### config.mk
export PLATFORM = sky130hd
export DESIGN_NAME = bus_requester
export DESIGN_NICKNAME = d
export VERILOG_FILES = /design/src/rtl/bus_req_pkg.sv /design/src/rtl/req_ctrl_fsm.sv /design/src/rtl/grant_chain.sv /design/src/rtl/bus_requester.sv
export SDC_FILE = /design/constraint.sdc
export NUM_CORES = 1
export LEC_CHECK = 0
export ABC_AREA = 0
export BUFFER_PORTS_ARGS = -buffer_cell sky130_fd_sc_hd__clkbuf_2
export CORE_AREA = 2 2 39 41
export DETAILED_ROUTE_END_ITERATION = 12
export DIE_AREA = 0 0 41 43
export GPL_ROUTABILITY_DRIVEN = 0
export GPL_TIMING_DRIVEN = 0
export SLEW_MARGIN = 20
export SYNTH_ARGS = -nofsm -noshare
export SYNTH_HDL_FRONTEND = slang
export SYNTH_HIERARCHICAL = 1
export SYNTH_SLANG_ARGS = --single-unit
### constraint.sdc
create_clock -name clk -period 2.7 [get_ports clk]
set_input_delay 0.135 -clock clk [delete_from_list [all_inputs] [get_ports clk]]
set_output_delay 0.135 -clock clk [all_outputs]
set_load 0.01 [all_outputs]
### src/rtl/bus_req_pkg.sv
package bus_req_pkg;
  localparam int NUM_LEVELS = 4;
  localparam int LEVEL_W    = $clog2(NUM_LEVELS);

  typedef enum logic [1:0] {
    ST_IDLE  = 2'd0,
    ST_REQ   = 2'd1,
    ST_OWN   = 2'd2,
    ST_DRAIN = 2'd3
  } req_state_e;
endpackage

### src/rtl/req_ctrl_fsm.sv
module req_ctrl_fsm
  import bus_req_pkg::*;
#(
  parameter logic [LEVEL_W-1:0] PRIO_LEVEL = 1,
  parameter bit                 PREEMPTIBLE = 1'b1
) (
  input  logic                  clk,
  input  logic                  rst,
  input  logic                  want_bus_i,
  input  logic                  xfer_done_i,
  input  logic                  bus_clear_i,
  input  logic                  own_grant_i,
  output logic [NUM_LEVELS-1:0] bus_req_o,
  output logic                  bus_busy_o,
  output logic                  owned_o,
  output logic                  idle_o
);
  localparam logic [NUM_LEVELS-1:0] REQ_MASK = NUM_LEVELS'(1) << PRIO_LEVEL;

  req_state_e state_q, state_d;

  always_comb begin
    state_d = state_q;
    unique case (state_q)
      ST_IDLE:  if (want_bus_i) state_d = ST_REQ;
      ST_REQ: begin
        if (own_grant_i)      state_d = ST_OWN;
        else if (!want_bus_i) state_d = ST_IDLE;
      end
      ST_OWN: begin
        if (!want_bus_i)                      state_d = ST_IDLE;
        else if (bus_clear_i && PREEMPTIBLE)  state_d = ST_DRAIN;
      end
      ST_DRAIN: if (xfer_done_i || !want_bus_i) state_d = ST_IDLE;
      default:  state_d = ST_IDLE;
    endcase
  end

  always_ff @(posedge clk) begin
    if (rst) begin
      state_q    <= ST_IDLE;
      bus_req_o  <= '0;
      bus_busy_o <= 1'b0;
      owned_o    <= 1'b0;
      idle_o     <= 1'b1;
    end else begin
      state_q    <= state_d;
      bus_req_o  <= (state_d == ST_REQ) ? REQ_MASK : '0;
      bus_busy_o <= (state_d == ST_OWN) || (state_d == ST_DRAIN);
      owned_o    <= (state_d == ST_OWN) || (state_d == ST_DRAIN);
      idle_o     <= (state_d == ST_IDLE);
    end
  end
endmodule

### src/rtl/grant_chain.sv
module grant_chain
  import bus_req_pkg::*;
#(
  parameter logic [LEVEL_W-1:0] PRIO_LEVEL = 1
) (
  input  logic [NUM_LEVELS-1:0] grant_in_i,
  input  logic                  pass_own_i,
  output logic [NUM_LEVELS-1:0] grant_out_o,
  output logic                  own_grant_o
);
  for (genvar lv = 0; lv < NUM_LEVELS; lv++) begin : g_lvl
    if (lv == int'(PRIO_LEVEL)) begin : g_own
      assign grant_out_o[lv] = grant_in_i[lv] & pass_own_i;
    end else begin : g_thru
      assign grant_out_o[lv] = grant_in_i[lv];
    end
  end

  assign own_grant_o = grant_in_i[PRIO_LEVEL];
endmodule

### src/rtl/bus_requester.sv
module bus_requester
  import bus_req_pkg::*;
#(
  parameter logic [1:0] PRIO_LEVEL = 2'd1
) (
  input  logic       clk,
  input  logic       rst,
  input  logic       want_bus_i,
  input  logic       xfer_done_i,
  input  logic       bus_clear_i,
  input  logic [3:0] grant_in_i,
  output logic [3:0] grant_out_o,
  output logic [3:0] bus_req_o,
  output logic       bus_busy_o,
  output logic       owned_o
);
  localparam bit PREEMPT = (int'(PRIO_LEVEL) != NUM_LEVELS - 1);

  logic idle;
  logic own_grant;

  grant_chain #(.PRIO_LEVEL(PRIO_LEVEL)) u_chain (
    .grant_in_i  (grant_in_i),
    .pass_own_i  (idle),
    .grant_out_o (grant_out_o),
    .own_grant_o (own_grant)
  );

  req_ctrl_fsm #(.PRIO_LEVEL(PRIO_LEVEL), .PREEMPTIBLE(PREEMPT)) u_fsm (
    .clk         (clk),
    .rst         (rst),
    .want_bus_i  (want_bus_i),
    .xfer_done_i (xfer_done_i),
    .bus_clear_i (bus_clear_i),
    .own_grant_i (own_grant),
    .bus_req_o   (bus_req_o),
    .bus_busy_o  (bus_busy_o),
    .owned_o     (owned_o),
    .idle_o      (idle)
  );
endmodule

==> results of run 1 <==
-- registers in the layout, indices dropped and copies added, names as in the netlist --
name / cells
u_fsm/bus_req_o: 1
u_fsm/idle_o: 1
u_fsm/owned_o: 1
u_fsm/state_q: 2
-- power by group through the flow --
stage	logic, mW	clock network [mW]	registers, mW
2_1_floorplan	0.0228	0	0.0829
3_3_place_gp	0.0348	0	0.0824
3_5_place_dp	0.0353	0	0.0826
4_1_cts	0.0353	0.0892	0.0813
5_1_grt	0.0384	0.0977	0.0813
6_report	0.0350	0.0844	0.0812
-- kinds of logic (layout without fill, tap and decap cells) --
group / count (synthesis) / after routing / share of synthesized area
buffers and inverters: 9 / 25 / 0.233
AND/OR/NAND/NOR: 6 / 6 / 0.146
AO/OA/AOI/OAI: 4 / 4 / 0.187
multiplexers: 1 / 1 / 0.0548
flip-flops: 5 / 5 / 0.365
other: 1 / 3 / 0.0137
-- layout make-up --
class                           instances  area share
Clock buffer                            4      0.0677
Multi-Input combinational cell         14       0.303
Sequential cell                         5       0.258
Buffer                                  8       0.155
Timing Repair Buffer                   12       0.155
Inverter                                1     0.00968
Tap cell                               16      0.0516
-- cells in the final DEF, fill, tap and decap left out --
cell	instances
conb_1	3
nor2_1	2
nand2_1	1
dfxtp_1	5
buf_4	8
mux2_4	1
clkbuf_1	1
o21ba_1	1
a21boi_1	1
nor3b_2	1
clkbuf_2	12
clkbuf_4	3
and3b_2	1
and2_1	1
inv_1	1
a31oi_1	1
a2111oi_4	1
-- routing by layer --
metal  wire length [microns]  share of wire  vias to the layer above  track usage
met5                       0              0                        -            0
met2                     222           0.48                       14       0.0844
li1                        -              -                      110            -
met1                     157           0.34                       88       0.0484
met3                      80           0.17                        0       0.0681
met4                       0              0                        0       0.0600
-- worst max path at each step --
stage / depth (start not counted) / slack (ps) / endpoint / startpoint
after floorplan: 3 / 1390 / u_fsm/idle_o / u_fsm/state_q[1]
after global placement: 3 / 1320 / u_fsm/idle_o / u_fsm/state_q[1]
after detailed placement: 3 / 1290 / u_fsm/idle_o / u_fsm/state_q[1]
after CTS: 3 / 1290 / u_fsm/idle_o / u_fsm/state_q[1]
after global routing: 3 / 1230 / u_fsm/idle_o / u_fsm/state_q[1]
final: 3 / 1320 / u_fsm/idle_o / u_fsm/state_q[1]
==> key figures, run 1 <==
Route
  – DR vias: 212
  – Final ANT Viol Nets: 0
  – DR pass1 iterations: 4
  – Residual DRC: 0
  – Routed wire length per instance: 7.67 microns
  – Iter 0 DRT Violations: 5
  – Via density: 3.53
  – Post-Route WL: 460 microns

Synth
  – Mapped Cells: 26
  – Library cells used by synthesis: 14
  – Seq/Total Area, Yosys: 0.365
  – Most common cell in the netlist: buf_4
  – Top post-synthesis cells by area: dfxtp_1, buf_4, a2111oi_4
  – Number of synthesized flops with an enable pin: 0
  – Synthesized flop and latch total: 5
  – Yosys top cell area share: 0.365
  – Ys async rst share: 0
  – Area leader, netlist: dfxtp_1
  – Syn Area/Cell: 10.5 sq um
  – Synth cell count leaders: buf_4, dfxtp_1, nor2_1
  – Most used DFF post-synth: dfxtp_1
  – Syn. warnings: 6
  – Synth Cell Area: 274 sq um

Worst hold path
  – Hold Path Origin: want_bus_i
  – Worst Hold End: u_fsm/bus_req_o[1]
  – Hold WC Path Type: in2reg
  – WHS Path Cells: 2

Clock network
  – Root buf cell: clkbuf_4
  – TritonCTS buffer count: 3
  – # Post-CTS Setup Buffers: 0
  – H-tree depth: 1
  – CTS tree: done
  – Clock transition at path regs: 40 ps
  – PostCTS Resize Cnt: 0
  – CTS Hold Bufs: 0
  – Worst-Skew Late Latency: 240 ps
  – Num Clock Sinks: 5
  – Max clock buf depth: 2

Worst setup path
  – Worst path top cell family by delay: compound AO/OA/AOI/OAI gates
  – RR Endpoint: u_fsm/idle_o
  – Worst R2R Path Depth: 3
  – R2R Path Start: u_fsm/state_q[1]
  – Max Fanout on Critical Path: 5
  – Worst R2R Setup Slack: 1320 ps
  – WP data required: 2830 ps
  – WS Path Type: reg2reg
  – Buf+Inv Stages, Crit Path: 0
  – CP max-delay cell: dfxtp_1
  – Crit path DAT: 1520 ps
  – Cell chain of the critical path: mux2_4 > a2111oi_4 > o21ba_1
  – Crit start category: flip-flop
  – CP peak stage delay: 390 ps
  – Crit. End Element: flip-flop

Floorplanning
  – Top-Level Pins: 19
  – DIE AREA: 0.00176 sq mm
  – Initial Utilization: 0.198
  – Die Ht: 43 microns
  – Row count: 14
  – Die width: 41 microns
  – Core footprint: 0.00138 sq mm

Global routing
  – Gr ovfl total: 0
  – Vias in the first global route: 178
  – First-pass GRT wire length: 648 microns
  – Largest net degree at the start of global routing: 6
  – Global Route Usage Sum: 0.0643
  – Initial antenna violation count: 0

STA
  – Final Max Tran Viols: 0
  – RSZ-0062 raised after global routing: false
  – Final Hold Fails: 0
  – Highest clock rate: 722 MHz
  – Crit path setup slack, layout: 1320 ps
  – Final period util: 0.513
  – Setup Total Neg Slack: 0 ps
  – Worst-case clock skew: 4.82 ps
  – Crit path time final: 1380 ps
  – Min Hold Slack: 103 ps
  – Final Setup Violations: 0

Pwr
  – Worst vdd ir: 0.000243 V
  – Sw Share: 0.231
  – Psw: 0.0463 mW
  – Sequential Power Share: 0.405
  – Internal: 0.154 mW
  – Leakage: 0.199 nW
  – Clk network pwr share: 0.421
  – Overall Power: 0.201 mW
  – Gate power share: 0.174
  – P per Cell Area: 517 mW/mm^2

Finish
  – Filler cells: 163
  – Ant diodes: 0
  – Reg area: 100 sq um
  – Area growth syn-to-layout: 41.6%
  – Multi-input gate area: 118 sq um
  – Post-layout util: 0.280
  – Share of cells above drive strength 1: 0.614
  – Design area: 388 sq um
  – Nets: 54
  – Non-Filler Instances: 60

Outcome
  – Status: finished, final reports clean

Place
  – DP Cell Count: 56
  – Pre-CTS setup slack: 1290 ps
  – DP Area: 362 sq um
  – Input/output buffers: 12

Job
  – Max-cap violations: 0
(Power assumes the default switching activity.)
==> run 2: changes to the inputs <==
clock period = 1.4 ns   (was 2.7 ns; I/O delays follow)
==> run 2 against run 1 <==
  * Register-to-register slack lost 1200 ps
  * Power grew 93%
  * Via count is the same
  * Clock power grew 93%
  * Worst hold slack lost 65 ps
  * Cell count is the same
  * Non-clock buffer count is the same
  * Critical endpoint unchanged
  * Highest routed layer unchanged
==> key figures, run 2 (same netlist as run 1, synthesis figures left out) <==
STA
  – Highest clock rate: 779 MHz
  – Final Hold Fails: 0
  – RSZ-0062 raised after global routing: false
  – Final Max Tran Viols: 0
  – Worst-case clock skew: 4.82 ps
  – Final Setup Violations: 0
  – Crit path time final: 1280 ps
  – Crit path setup slack, layout: 117 ps
  – Min Hold Slack: 38.1 ps
  – Final period util: 0.916

Finish
  – Multi-input gate area: 118 sq um
  – Leading cell type in the layout, fill and taps excluded: clkbuf_2
  – Filler cells: 162
  – Share of cells above drive strength 1: 0.636
  – Biggest register: u_fsm/state_q
  – Number of flip-flops in the largest register: 2
  – Ant diodes: 0
  – Area growth syn-to-layout: 42.0%
  – Nets: 54
  – Reg area: 101 sq um
  – Design area: 389 sq um
  – Commonest non-fill, non-tap cells in the layout: clkbuf_2, buf_4, dfxtp_1, clkbuf_4, conb_1

Route
  – DR vias: 212
  – DR pass1 iterations: 4
  – Iter 0 DRT Violations: 5
  – Final ANT Viol Nets: 0
  – Post-Route WL: 464 microns
  – Via density: 3.53
  – Residual DRC: 0
  – Routed wire length per instance: 7.73 microns

Floorplanning
  – Initial Utilization: 0.198
  – Top-Level Pins: 19
  – Core footprint: 0.00138 sq mm
  – DIE AREA: 0.00176 sq mm
  – Die width: 41 microns
  – Die Ht: 43 microns
  – Row count: 14

Worst setup path
  – Max Fanout on Critical Path: 5
  – Crit start category: flip-flop
  – Crit. End Element: flip-flop
  – R2R Path Start: u_fsm/state_q[1]
  – WP data required: 1530 ps
  – WS Path Type: reg2reg
  – Worst Setup SP: u_fsm/state_q[1]
  – Crit path DAT: 1420 ps

Pwr
  – Leakage: 0.199 nW
  – Worst vdd ir: 0.000462 V
  – P per Cell Area: 996 mW/mm^2

Clock network
  – TritonCTS buffer count: 3
  – # Post-CTS Setup Buffers: 0
  – CTS tree: done
  – Num Clock Sinks: 5
  – Root buf cell: clkbuf_4
  – H-tree depth: 1
  – Max clock buf depth: 2
  – Clock transition at path regs: 40 ps
  – Worst-Skew Late Latency: 240 ps

Place
  – DP Area: 362 sq um
  – Pre-CTS setup slack: -10.3 ps
  – Input/output buffers: 12

Global routing
  – Global Route Usage Sum: 0.0643
  – Gr ovfl total: 0
  – Initial antenna violation count: 0
  – Largest net degree at the start of global routing: 6
  – First-pass GRT wire length: 648 microns
  – Vias in the first global route: 178

Outcome
  – Status: finished, final reports clean

Worst hold path
  – Hold WC Path Type: in2reg
  – Hold Path Origin: want_bus_i

Job
  – Max-cap violations: 0
## run 2: changes by cell type in the layout (fill, tap and decap cells not counted)
cell and delta:
dfxtp_1 -1, dfxtp_2 +1
## run 2: metrics by stage
stage                     cells  power, mW   util  TNS (ps)
after global routing         60      0.420  0.281         0
final                        60      0.387  0.281         0
after global placement       56      0.226  0.261         0
after detailed placement     56      0.227  0.261     -10.3
after floorplan              28      0.204      -         0
after CTS                    60      0.397  0.281         0
## run 2: layer usage
layer | track usage | share of wire | vias up
met5 | 0 | 0 | -
met2 | 0.0844 | 0.48 | 14
met4 | 0.0600 | 0 | 0
li1 | - | - | 110
met1 | 0.0484 | 0.35 | 88
met3 | 0.0681 | 0.17 | 0
## run 2: what timing repair did
| item | CTS | global route |
|---|---|---|
| hold buffers | 0 | 0 |
| resized for setup | 1 | 0 |
| pin swaps | 0 | 1 |
| setup endpoints to repair | 1 | 1 |
| gates cloned | 0 | 0 |
| hold endpoints to repair | 0 | 0 |
## run 2: area by class of cell
type	instances	share of cell area
Multi-Input combinational cell	14	0.302
Sequential cell	5	0.260
Timing Repair Buffer	12	0.154
Buffer	8	0.154
Clock buffer	4	0.0675
Tap cell	16	0.0514
Inverter	1	0.00965
## run 2: path summary, 6_finish.rpt
path	end	slack (ps)	cells past startpoint
hold / removal	u_fsm/bus_req_o[1]	40	2
setup / recovery	u_fsm/idle_o	120	3
setup reg to reg	u_fsm/idle_o	120	3
hold reg to reg	u_fsm/bus_req_o[1]	470	1
## run 2: critical path, cell delays in order, from the launching register on
cell and delay, ps:
dfxtp_2 360, mux2_4 320, a2111oi_4 320, o21ba_1 190
## run 2: power by group
group | total [mW] | internal [mW] | switching [mW]
combinational | 0.0676 | 0.0390 | 0.0286
sequential | 0.157 | 0.151 | 0.00554
clock | 0.163 | 0.108 | 0.0553
total | 0.387 | 0.298 | 0.0895
==> run 3: changes to the inputs <==
CELL_PAD_IN_SITES_DETAIL_PLACEMENT = 1   (was not set)
CELL_PAD_IN_SITES_GLOBAL_PLACEMENT = 2   (was not set)
CORE_AREA = not set   (was 2 2 39 41)
CORE_MARGIN = 2   (was not set)
CORE_UTILIZATION = 15   (was not set)
DIE_AREA = not set   (was 0 0 41 43)
PLACE_DENSITY_LB_ADDON = 0.1   (was not set)
SYNTH_HIERARCHICAL = not set   (was 1)
==> run 3 against run 2 <==
  * Routed wire length decreased by 7.1%
  * Non-clock buffer count decreased by 1
  * Worst hold slack got worse by 6.6 ps
  * Global-route usage about the same
==> key figures, run 3 <==
Outcome
  – Status: finished, final reports clean

Finish
  – Nets: 52
  – Area growth syn-to-layout: 51.2%
  – Ant diodes: 0
  – Commonest non-fill, non-tap cells in the layout: clkbuf_2, buf_4, dfxtp_1
  – Leading cell type in the layout, fill and taps excluded: clkbuf_2
  – Share of cells above drive strength 1: 0.561
  – Post-layout util: 0.244

Worst setup path
  – CP endpoint: u_fsm.idle_o
  – Worst R2R Path Depth: 3
  – Worst Setup SP: u_fsm.bus_busy_o
  – RR Endpoint: u_fsm.idle_o
  – Max Fanout on Critical Path: 6
  – WS Path Type: reg2reg
  – WP data required: 1520 ps
  – Crit. End Element: flip-flop
  – Worst R2R Setup Slack: 430 ps
  – Crit path DAT: 1090 ps
  – R2R Path Start: u_fsm.bus_busy_o
  – Crit start category: flip-flop

Synth
  – Syn. warnings: 0
  – Synth cell count leaders: buf_4, dfxtp_1, nor2_1, and2_1, nand3b_1
  – Most used DFF post-synth: dfxtp_1
  – Seq/Total Area, Yosys: 0.376
  – Area leader, netlist: dfxtp_1
  – Most common cell in the netlist: buf_4
  – Synthesized flop and latch total: 4
  – Library cells used by synthesis: 11
  – Synth Cell Area: 213 sq um
  – Syn Area/Cell: 8.86 sq um
  – Yosys top cell area share: 0.376
  – Mapped Cells: 24
  – Number of synthesized flops with an enable pin: 0
  – Top post-synthesis cells by area: dfxtp_1, buf_4, nand3b_1
  – Ys async rst share: 0

STA
  – Final Setup Violations: 0
  – Final period util: 0.696
  – Highest clock rate: 1030 MHz
  – Final Hold Fails: 0
  – Final Max Tran Viols: 0
  – RSZ-0062 raised after global routing: false
  – Worst-case clock skew: 0.730 ps
  – Crit path time final: 974 ps
  – Setup Total Neg Slack: 0 ps

Global routing
  – Vias in the first global route: 182
  – Initial antenna violation count: 0
  – Global Route Usage Sum: 0.0646
  – Gr ovfl total: 0
  – First-pass GRT wire length: 745 microns
  – Largest net degree at the start of global routing: 7

Clock network
  – Root buf cell: clkbuf_4
  – PostCTS Resize Cnt: 0
  – TritonCTS buffer count: 3
  – CTS tree: done
  – Num Clock Sinks: 4
  – H-tree depth: 1
  – Worst-Skew Late Latency: 230 ps
  – Max clock buf depth: 2
  – # Post-CTS Setup Buffers: 0
  – CTS Hold Bufs: 0
  – Clock transition at path regs: 40 ps

Pwr
  – Leakage: 0.171 nW
  – Overall Power: 0.320 mW
  – P per Cell Area: 996 mW/mm^2
  – Worst vdd ir: 0.000343 V

Floorplanning
  – Top-Level Pins: 19
  – Die Ht: 41.7 microns
  – Row count: 13
  – DIE AREA: 0.00174 sq mm
  – Initial Utilization: 0.161
  – Die width: 41.7 microns
  – Core footprint: 0.00132 sq mm

Route
  – Iter 0 DRT Violations: 3
  – DR vias: 201
  – Post-Route WL: 431 microns
  – Routed wire length per instance: 7.70 microns
  – DR pass1 iterations: 3
  – Final ANT Viol Nets: 0
  – Residual DRC: 0
  – Via density: 3.59

Job
  – Max-cap violations: 0

Worst hold path
  – Hold WC Path Type: in2reg

Place
  – Input/output buffers: 12
run 3: where the power goes:
part | switching [mW] | internal, mW | leakage, nW | total [mW]
Sequential | 0.00339 | 0.122 | 0.0331 | 0.125
Clock | 0.0430 | 0.0956 | 0.0138 | 0.139
Combinational | 0.0246 | 0.0317 | 0.124 | 0.0563
run 3: area by class of cell:
class / count / area [sq um]
fill: 171 / 996
multi-input combinational: 15 / 87.6
sequential: 4 / 80.1
timing repair buffer: 12 / 60.1
buffer: 7 / 52.6
clock buffer: 3 / 22.5
tap: 15 / 18.8
run 3: worst min-delay path by stage:
| stage | startpoint | to | cells past startpoint |
|---|---|---|---|
| after global placement | rst | u_fsm.bus_busy_o | 2 |
| after detailed placement | rst | u_fsm.bus_busy_o | 2 |
| after CTS | rst | u_fsm.bus_busy_o | 2 |
| final | rst | u_fsm.bus_busy_o | 2 |
| after floorplan | rst | u_fsm.bus_busy_o | 1 |
| after global routing | rst | u_fsm.bus_busy_o | 2 |
run 3: layer usage:
| metal | global-route usage | part of all wire | up-vias | routed length (microns) |
|---|---|---|---|---|
| met1 | 0.0580 | 0.37 | 89 | 161 |
| met2 | 0.0813 | 0.52 | 9 | 222 |
| li1 | - | - | 103 | - |
| met4 | 0.0581 | 0 | 0 | 0 |
| met3 | 0.0652 | 0.11 | 0 | 46 |
| met5 | 0 | 0 | - | 0 |
run 3: cells by family (layout without fill, tap and decap cells):
family	count (synthesis)	in the layout	synth area share
buf+inv	7	22	0.247
simple gates	9	9	0.229
flops	4	4	0.376
other cells	1	3	0.0176
compound gates	3	3	0.129
run 3: stage by stage:
stage / instance area, sq um / instances / setup WS, ps / hold WS (ps)
finish: 322 / 56 / 426 / 31.5
global route: 322 / 56 / 334 / 23.3
CTS: 322 / 56 / 415 / 25.7
detailed placement: 299 / 53 / 420 / 273
global placement: 299 / 53 / 407 / 270
floorplan: 220 / 26 / 446 / 142
run 3: critical path, cell delays in order, from the launching register on:
cell      delay (ps)
dfxtp_1          340
nand3b_1         180
a21boi_1         150
o22a_1           200
